$ cat config.mk
export PLATFORM = sky130hd
export DESIGN_NAME = mon_conv_ctrl
export DESIGN_NICKNAME = d
export VERILOG_FILES = /design/src/rtl/mcc_pkg.sv /design/src/rtl/mcc_cfg_reg.sv /design/src/rtl/mcc_seq.sv /design/src/rtl/mcc_pwm_gate.sv /design/src/rtl/mon_conv_ctrl.sv
export SDC_FILE = /design/constraint.sdc
export NUM_CORES = 1
export LEC_CHECK = 0
export ABC_AREA = 0
export BUFFER_PORTS_ARGS = -buffer_cell sky130_fd_sc_hd__buf_2
export CAP_MARGIN = 20
export CORE_UTILIZATION = 42
export CTS_CLUSTER_DIAMETER = 30
export DETAILED_ROUTE_END_ITERATION = 10
export GPL_ROUTABILITY_DRIVEN = 0
export MAX_ROUTING_LAYER = met4
export PLACE_DENSITY = 0.91
export SLEW_MARGIN = 20
export SYNTH_ARGS = -nofsm -noshare
export SYNTH_HDL_FRONTEND = slang
export SYNTH_SLANG_ARGS = --single-unit
$ cat constraint.sdc
create_clock -name clk -period 3.5 [get_ports clk]
set_clock_uncertainty 0.1 [all_clocks]
set_input_delay 0.7 -clock clk [delete_from_list [all_inputs] [get_ports clk]]
set_output_delay 0.7 -clock clk [all_outputs]
set_load 0.1 [all_outputs]
$ cat src/rtl/mcc_pkg.sv
package mcc_pkg;
   localparam int CHAN_W    = 3;
   localparam int NUM_CODES = 1 << CHAN_W;
   localparam int CFG_W     = 8;

   localparam int BIT_SHDN   = 7;
   localparam int BIT_SINGLE = 6;
   localparam int BIT_NOAVG  = 4;
   localparam logic [CFG_W-1:0] CFG_WR_MASK = 8'hD0;

   typedef logic [CHAN_W-1:0] chan_t;
   typedef enum logic [1:0] {SEQ_IDLE, SEQ_REQ, SEQ_WAIT} seq_state_t;

   function automatic chan_t first_code(input logic [NUM_CODES-1:0] mask);
      chan_t res;
      res = '0;
      for (int i = NUM_CODES - 1; i >= 0; i--) begin
         if (mask[i]) res = chan_t'(i);
      end
      return res;
   endfunction

   function automatic chan_t next_code(input chan_t c, input logic [NUM_CODES-1:0] mask);
      chan_t res;
      chan_t idx;
      logic  found;
      res   = c;
      found = 1'b0;
      for (int k = 1; k <= NUM_CODES; k++) begin
         idx = chan_t'(int'(c) + k);
         if (!found && mask[idx]) begin
            res   = idx;
            found = 1'b1;
         end
      end
      return res;
   endfunction
endpackage

$ cat src/rtl/mcc_cfg_reg.sv
module mcc_cfg_reg
   import mcc_pkg::*;
#(
   parameter int                CFG_BITS = CFG_W,
   parameter logic [CFG_W-1:0]  WR_MASK  = CFG_WR_MASK
) (
   input  logic                clk,
   input  logic                rst_n,
   input  logic                wr_en,
   input  logic                lock,
   input  logic [CFG_BITS-1:0] wdata,
   output logic [CFG_BITS-1:0] cfg_q
);
   if (CFG_BITS != CFG_W) begin : g_bad_width
      $error("mcc_cfg_reg: CFG_BITS must equal the package width");
   end

   always_ff @(posedge clk) begin
      if (!rst_n) begin
         cfg_q <= '0;
      end else if (wr_en && !lock) begin
         cfg_q <= wdata & WR_MASK;
      end
   end
endmodule

$ cat src/rtl/mcc_seq.sv
module mcc_seq
   import mcc_pkg::*;
#(
   parameter int                   AVG_COUNT  = 16,
   parameter logic [NUM_CODES-1:0] CHAN_VALID = 8'b1110_0110
) (
   input  logic  clk,
   input  logic  rst_n,
   input  logic  shdn,
   input  logic  single,
   input  logic  no_avg,
   input  chan_t sel_code,
   input  logic  done,
   output logic  start,
   output chan_t chan,
   output logic  busy
);
   localparam int CNT_W = (AVG_COUNT > 1) ? $clog2(AVG_COUNT) : 1;
   localparam logic [CNT_W-1:0] CNT_LAST = CNT_W'(AVG_COUNT - 1);
   localparam chan_t FIRST = first_code(CHAN_VALID);

   if (AVG_COUNT < 2) begin : g_bad_avg
      $error("mcc_seq: AVG_COUNT must be at least 2");
   end
   if (CHAN_VALID == '0) begin : g_bad_mask
      $error("mcc_seq: CHAN_VALID needs at least one valid code");
   end

   seq_state_t       state;
   logic [CNT_W-1:0] cnt;
   chan_t            cur;
   chan_t            rr_code;
   logic             last_hs;

   assign last_hs = no_avg || (cnt == CNT_LAST);

   always_ff @(posedge clk) begin
      if (!rst_n) begin
         state   <= SEQ_IDLE;
         cnt     <= '0;
         cur     <= FIRST;
         rr_code <= FIRST;
      end else if (shdn) begin
         state   <= SEQ_IDLE;
         cnt     <= '0;
         rr_code <= FIRST;
      end else begin
         unique case (state)
            SEQ_IDLE: begin
               cnt <= '0;
               if (single) begin
                  if (CHAN_VALID[sel_code]) begin
                     cur   <= sel_code;
                     state <= SEQ_REQ;
                  end
               end else begin
                  cur   <= rr_code;
                  state <= SEQ_REQ;
               end
            end
            SEQ_REQ: state <= SEQ_WAIT;
            SEQ_WAIT: begin
               if (done) begin
                  if (last_hs) begin
                     state <= SEQ_IDLE;
                     cnt   <= '0;
                     if (!single) rr_code <= next_code(cur, CHAN_VALID);
                  end else begin
                     cnt   <= cnt + 1'b1;
                     state <= SEQ_REQ;
                  end
               end
            end
            default: state <= SEQ_IDLE;
         endcase
      end
   end

   assign start = (state == SEQ_REQ) && !shdn;
   assign busy  = (state != SEQ_IDLE) && !shdn;
   assign chan  = cur;
endmodule

$ cat src/rtl/mcc_pwm_gate.sv
module mcc_pwm_gate #(
   parameter int NUM_PWM = 3,
   parameter int DUTY_W  = 8
) (
   input  logic                      shdn,
   input  logic [NUM_PWM-1:0]        raw,
   input  logic [NUM_PWM-1:0]        inv,
   input  logic [NUM_PWM*DUTY_W-1:0] duty_in,
   output logic [NUM_PWM-1:0]        pwm,
   output logic [NUM_PWM*DUTY_W-1:0] duty_rd
);
   if (NUM_PWM < 1) begin : g_bad_num
      $error("mcc_pwm_gate: NUM_PWM must be at least 1");
   end

   for (genvar i = 0; i < NUM_PWM; i++) begin : g_out
      assign pwm[i] = shdn ? inv[i] : raw[i];
      assign duty_rd[i*DUTY_W +: DUTY_W] = shdn ? '0 : duty_in[i*DUTY_W +: DUTY_W];
   end
endmodule

$ cat src/rtl/mon_conv_ctrl.sv
module mon_conv_ctrl
   import mcc_pkg::*;
#(
   parameter int                   NUM_PWM    = 3,
   parameter int                   DUTY_W     = 8,
   parameter int                   AVG_COUNT  = 16,
   parameter logic [NUM_CODES-1:0] CHAN_VALID = 8'b1110_0110
) (
   input  logic                      clk,
   input  logic                      rst_n,
   input  logic                      reg_wr,
   input  logic [7:0]                reg_wdata,
   output logic [7:0]                reg_rdata,
   input  logic                      lock_in,
   input  logic [2:0]                chan_code_in,
   output logic                      conv_start,
   output logic [2:0]                conv_chan,
   input  logic                      conv_done,
   output logic                      avg_en,
   output logic                      busy,
   input  logic [NUM_PWM-1:0]        pwm_raw_in,
   input  logic [NUM_PWM-1:0]        pwm_inv,
   output logic [NUM_PWM-1:0]        pwm_out,
   input  logic [NUM_PWM*DUTY_W-1:0] duty_in,
   output logic [NUM_PWM*DUTY_W-1:0] duty_rd
);
   logic [CFG_W-1:0] cfg;
   logic             shdn;

   mcc_cfg_reg #(.CFG_BITS(CFG_W), .WR_MASK(CFG_WR_MASK)) u_cfg (
      .clk   (clk),
      .rst_n (rst_n),
      .wr_en (reg_wr),
      .lock  (lock_in),
      .wdata (reg_wdata),
      .cfg_q (cfg)
   );

   assign shdn      = cfg[BIT_SHDN];
   assign reg_rdata = cfg;
   assign avg_en    = !cfg[BIT_NOAVG];

   mcc_seq #(.AVG_COUNT(AVG_COUNT), .CHAN_VALID(CHAN_VALID)) u_seq (
      .clk      (clk),
      .rst_n    (rst_n),
      .shdn     (shdn),
      .single   (cfg[BIT_SINGLE]),
      .no_avg   (cfg[BIT_NOAVG]),
      .sel_code (chan_code_in),
      .done     (conv_done),
      .start    (conv_start),
      .chan     (conv_chan),
      .busy     (busy)
   );

   mcc_pwm_gate #(.NUM_PWM(NUM_PWM), .DUTY_W(DUTY_W)) u_pwm (
      .shdn    (shdn),
      .raw     (pwm_raw_in),
      .inv     (pwm_inv),
      .duty_in (duty_in),
      .pwm     (pwm_out),
      .duty_rd (duty_rd)
   );
endmodule

==> metrics.md <==
| Metric | Value |
|---|---|
| Status | finished with violations |
| Failing checks | DRC |
| CP Cell Sequence | ha_1 -> inv_1 -> ha_1 -> or3_4 -> nor4b_4 -> a2111oi_1 -> a2111oi_1 |
| TritonCTS clock tree | yes |
| Met3 Use GR | 0.0156 |
| # rows | 19 |
| Full die area | around 3400 um^2 |
| Worst Path Class, Setup | reg2reg |
| Layout cells sized above 1 | 0.386 |
| Post-Route Setup TNS | 0 ns |
| Synthesized area per cell | slightly below 8 um^2 |
| Nets@finish | 296 |
| Most used DFF post-synth | dfxtp_1 |
| GRT Total Usage | 0.192 |
| ANT nets after route | 0 |
| Total grt overflow | 0 |
| Post-DP HPWL | between 2000 and 3000 um |
| Area occupied by registers | roughly 300 um^2 |
| Clk slew on worst S/H paths | approximately 0.090 ns |
| Initial Utilization | 0.459 |
| Power density cells | 469 nW/um^2 |
| Worst-Margin Slew | around 0.7 ns |
| Vias in the first global route | 1,261 |
| Routed WL | between 3000 and 4000 um |
| Ant diodes | 0 |
| Max IR drop VDD | around 0.00025 V |
| Post-Synthesis Cells | roughly 170 |
| Synth warn | 0 |
| Max-capacitance violation count | 0 |
| Top-Level Pins | 87 |
| Vias | around 1,400 |
| CP max stage cell | dfxtp_1 |
| Initial DRT Pass Iterations | 8 |
| Die Ht | between 50 and 60 um |
| CTS Buf Count | 3 |
| Setup slack after layout | about 0.80 ns |
| Net Sw Frac | 0.574 |
| Number of flops mapped to enable cells by yosys | 0 |
| Placed Cells | ~280 |
| PostCTS Resize Cnt | 0 |
| # DRC | 3 |
| Largest net degree at the start of global routing | 22 |
| Internal power | around 340 uW |
| Fin crit share | 0.770 |
| Slew Viols, Final | 0 |
| Sinks on Clock Net | 15 |
| Sequential share of power | 0.251 |
| Register area share after synthesis | 0.227 |
| # fillers | 274 |
| Slew margin rel. | 0.541 |
| Drt via density | approximately 5.0 |
| Yosys reg bits | 15 |
| Worst EP arrival | around 2.8 ns |
| Clock tree buffer depth | 2 |
| Fin. Hold Viols | 0 |
| Hold_buf cts | 0 |
| Die W | roughly 58 um |
| Sw Pwr | approximately 460 uW |
| Minimum clock period | ~2.7 ns |
| Leak | 0.000854 uW |
| Top Family by Delay on Critical Path | simple AND/OR/NAND/NOR gates |
| CTS Root Cell | clkbuf_4 |
| Post-place setup slack | about 0.82 ns |
| WL/cell | approximately 11 um |
| Initial antenna violation count | 0 |
| Initial DRC count | 46 |
| Crit path buffers/inverters | 1 |
| Critical path launch point type | flip-flop |
| M1 GR Usage | 0.222 |
| Final setup viols | 0 |
| Most used routing layer | met2 |
| Mapped Area | about 1300 um^2 |
| Port buffer count | between 70 and 80 |
| Part of the power in the clock network | 0.124 |
| Hold_ws | slightly above 0.4 ns |
| Crit. End Element | flip-flop |
| WP data required | about 3.6 ns |
| CORE AREA | around 2900 um^2 |
| Number of post-CTS setup repair buffers | 0 |
| M2 GR Usage | 0.345 |
| Critical path peak fanout | 10 |
| Async S/R FF share, synth | 0 |
| RSZ-0062 raised after global routing | false |
| Hold crit path type | reg2reg |
| Netlist cell types | 40 |
| H-tree depth | 1 |
| Clk_lat worst skew | ~0.28 ns |
| Crit-path max cell delay | 0.52 ns |
| Finished Layout Cells | around 280 |
| Area Growth Syn to Fin | 29.5% |
| First-pass GRT wire length | about 5000 um |
| Area of the multi-input gates | about 900 um^2 |
| Fmax | approximately 370 MHz |
| Logic pwr share | 0.625 |
[power groups by stage]
stage	Combinational, uW	Clock [uW]	Sequential (uW)
detailed placement	499	0	205
CTS	500	99.2	202
global route	525	111	204
finish	501	99.3	201
global placement	491	0	205
floorplan	401	0	230
[area by class of cell]
cell class / count / area share
multi-input combinational: 134 / 0.526
clock inverter: 1 / 0.00293
sequential: 15 / 0.176
timing repair buffer: 77 / 0.227
inverter: 11 / 0.0242
clock buffer: 3 / 0.0132
tap: 42 / 0.0307
[cell usage after synthesis, types with 2 or more instances]
master / number / share of area
buf_4: 8 / 0.045
xnor2_1: 2 / 0.013
clkbuf_1: 6 / 0.017
a21oi_1: 7 / 0.027
a2111oi_1: 2 / 0.015
nor2b_1: 27 / 0.13
o211ai_1: 2 / 0.011
o21ai_0: 8 / 0.030
mux2_2: 4 / 0.034
nand2_1: 8 / 0.023
inv_1: 11 / 0.031
and2_1: 2 / 0.0095
or3_1: 3 / 0.014
nor3_1: 5 / 0.019
ha_1: 8 / 0.076
dfxtp_1: 15 / 0.23
nor2_1: 19 / 0.054
nand2b_1: 4 / 0.019
mux2i_1: 6 / 0.045
a211oi_1: 4 / 0.023
[logic make-up (layout without fill, tap and decap cells)]
kind of cell	Yosys count	after routing	synth area share
AOI/OAI and AO/OA	34	34	0.180
xor gates and xnor gates	2	2	0.0133
adders and majority gates	8	8	0.0758
buffers and inverters	26	92	0.102
DFF	15	15	0.227
muxes	10	10	0.0796
other	1	5	0.00284
and+or+nand+nor	75	75	0.318
[stage by stage]
stage	cell area [um^2]	util	total power [uW]
floorplan	1340	-	631
CTS	1710	0.594	801
global placement	1680	0.585	696
global route	1710	0.594	840
finish	1710	0.594	801
detailed placement	1680	0.585	704
[metal layers]
layer / share of wire / wire [um] / up-vias
met2: 0.49 / 1530 / 73
met1: 0.43 / 1340 / 613
met3: 0.072 / 226 / 5
met5: 0 / 0 / -
li1: - / - / 714
met4: 0.015 / 46 / 0
[path summary, 6_finish.rpt]
path	start	slack, ns	depth (start not counted)	end
worst min-delay path	u_seq.rr_code[2]	0.40	1	u_seq.rr_code[2]
worst max-delay path	u_seq.chan[1]	0.80	7	u_seq.rr_code[1]
worst min register to register	u_seq.rr_code[2]	0.40	1	u_seq.rr_code[2]
worst max register to register	u_seq.chan[1]	0.80	7	u_seq.rr_code[1]
[cell usage in the layout, fill, tap and decap left out, types with 2 or more instances in the layout]
master	instances
nand2_1	8
mux2_2	4
nor2_1	19
nor3_1	5
nand2b_1	4
nor2b_1	27
clkbuf_4	3
a21oi_1	7
a2111oi_1	2
dfxtp_1	15
xnor2_1	2
inv_1	11
and2_1	2
buf_2	76
o21ai_0	8
a211oi_1	4
ha_1	8
or3_1	3
mux2i_1	6
conb_1	5
o211ai_1	2
[state kept, by name, indices dropped and copies added, names as in the netlist]
name and flops:
u_cfg.cfg_q 3, u_seq.rr_code 3, u_seq.chan 3, u_seq.cnt 4, u_seq.state 2
(Power assumes the default switching activity.)
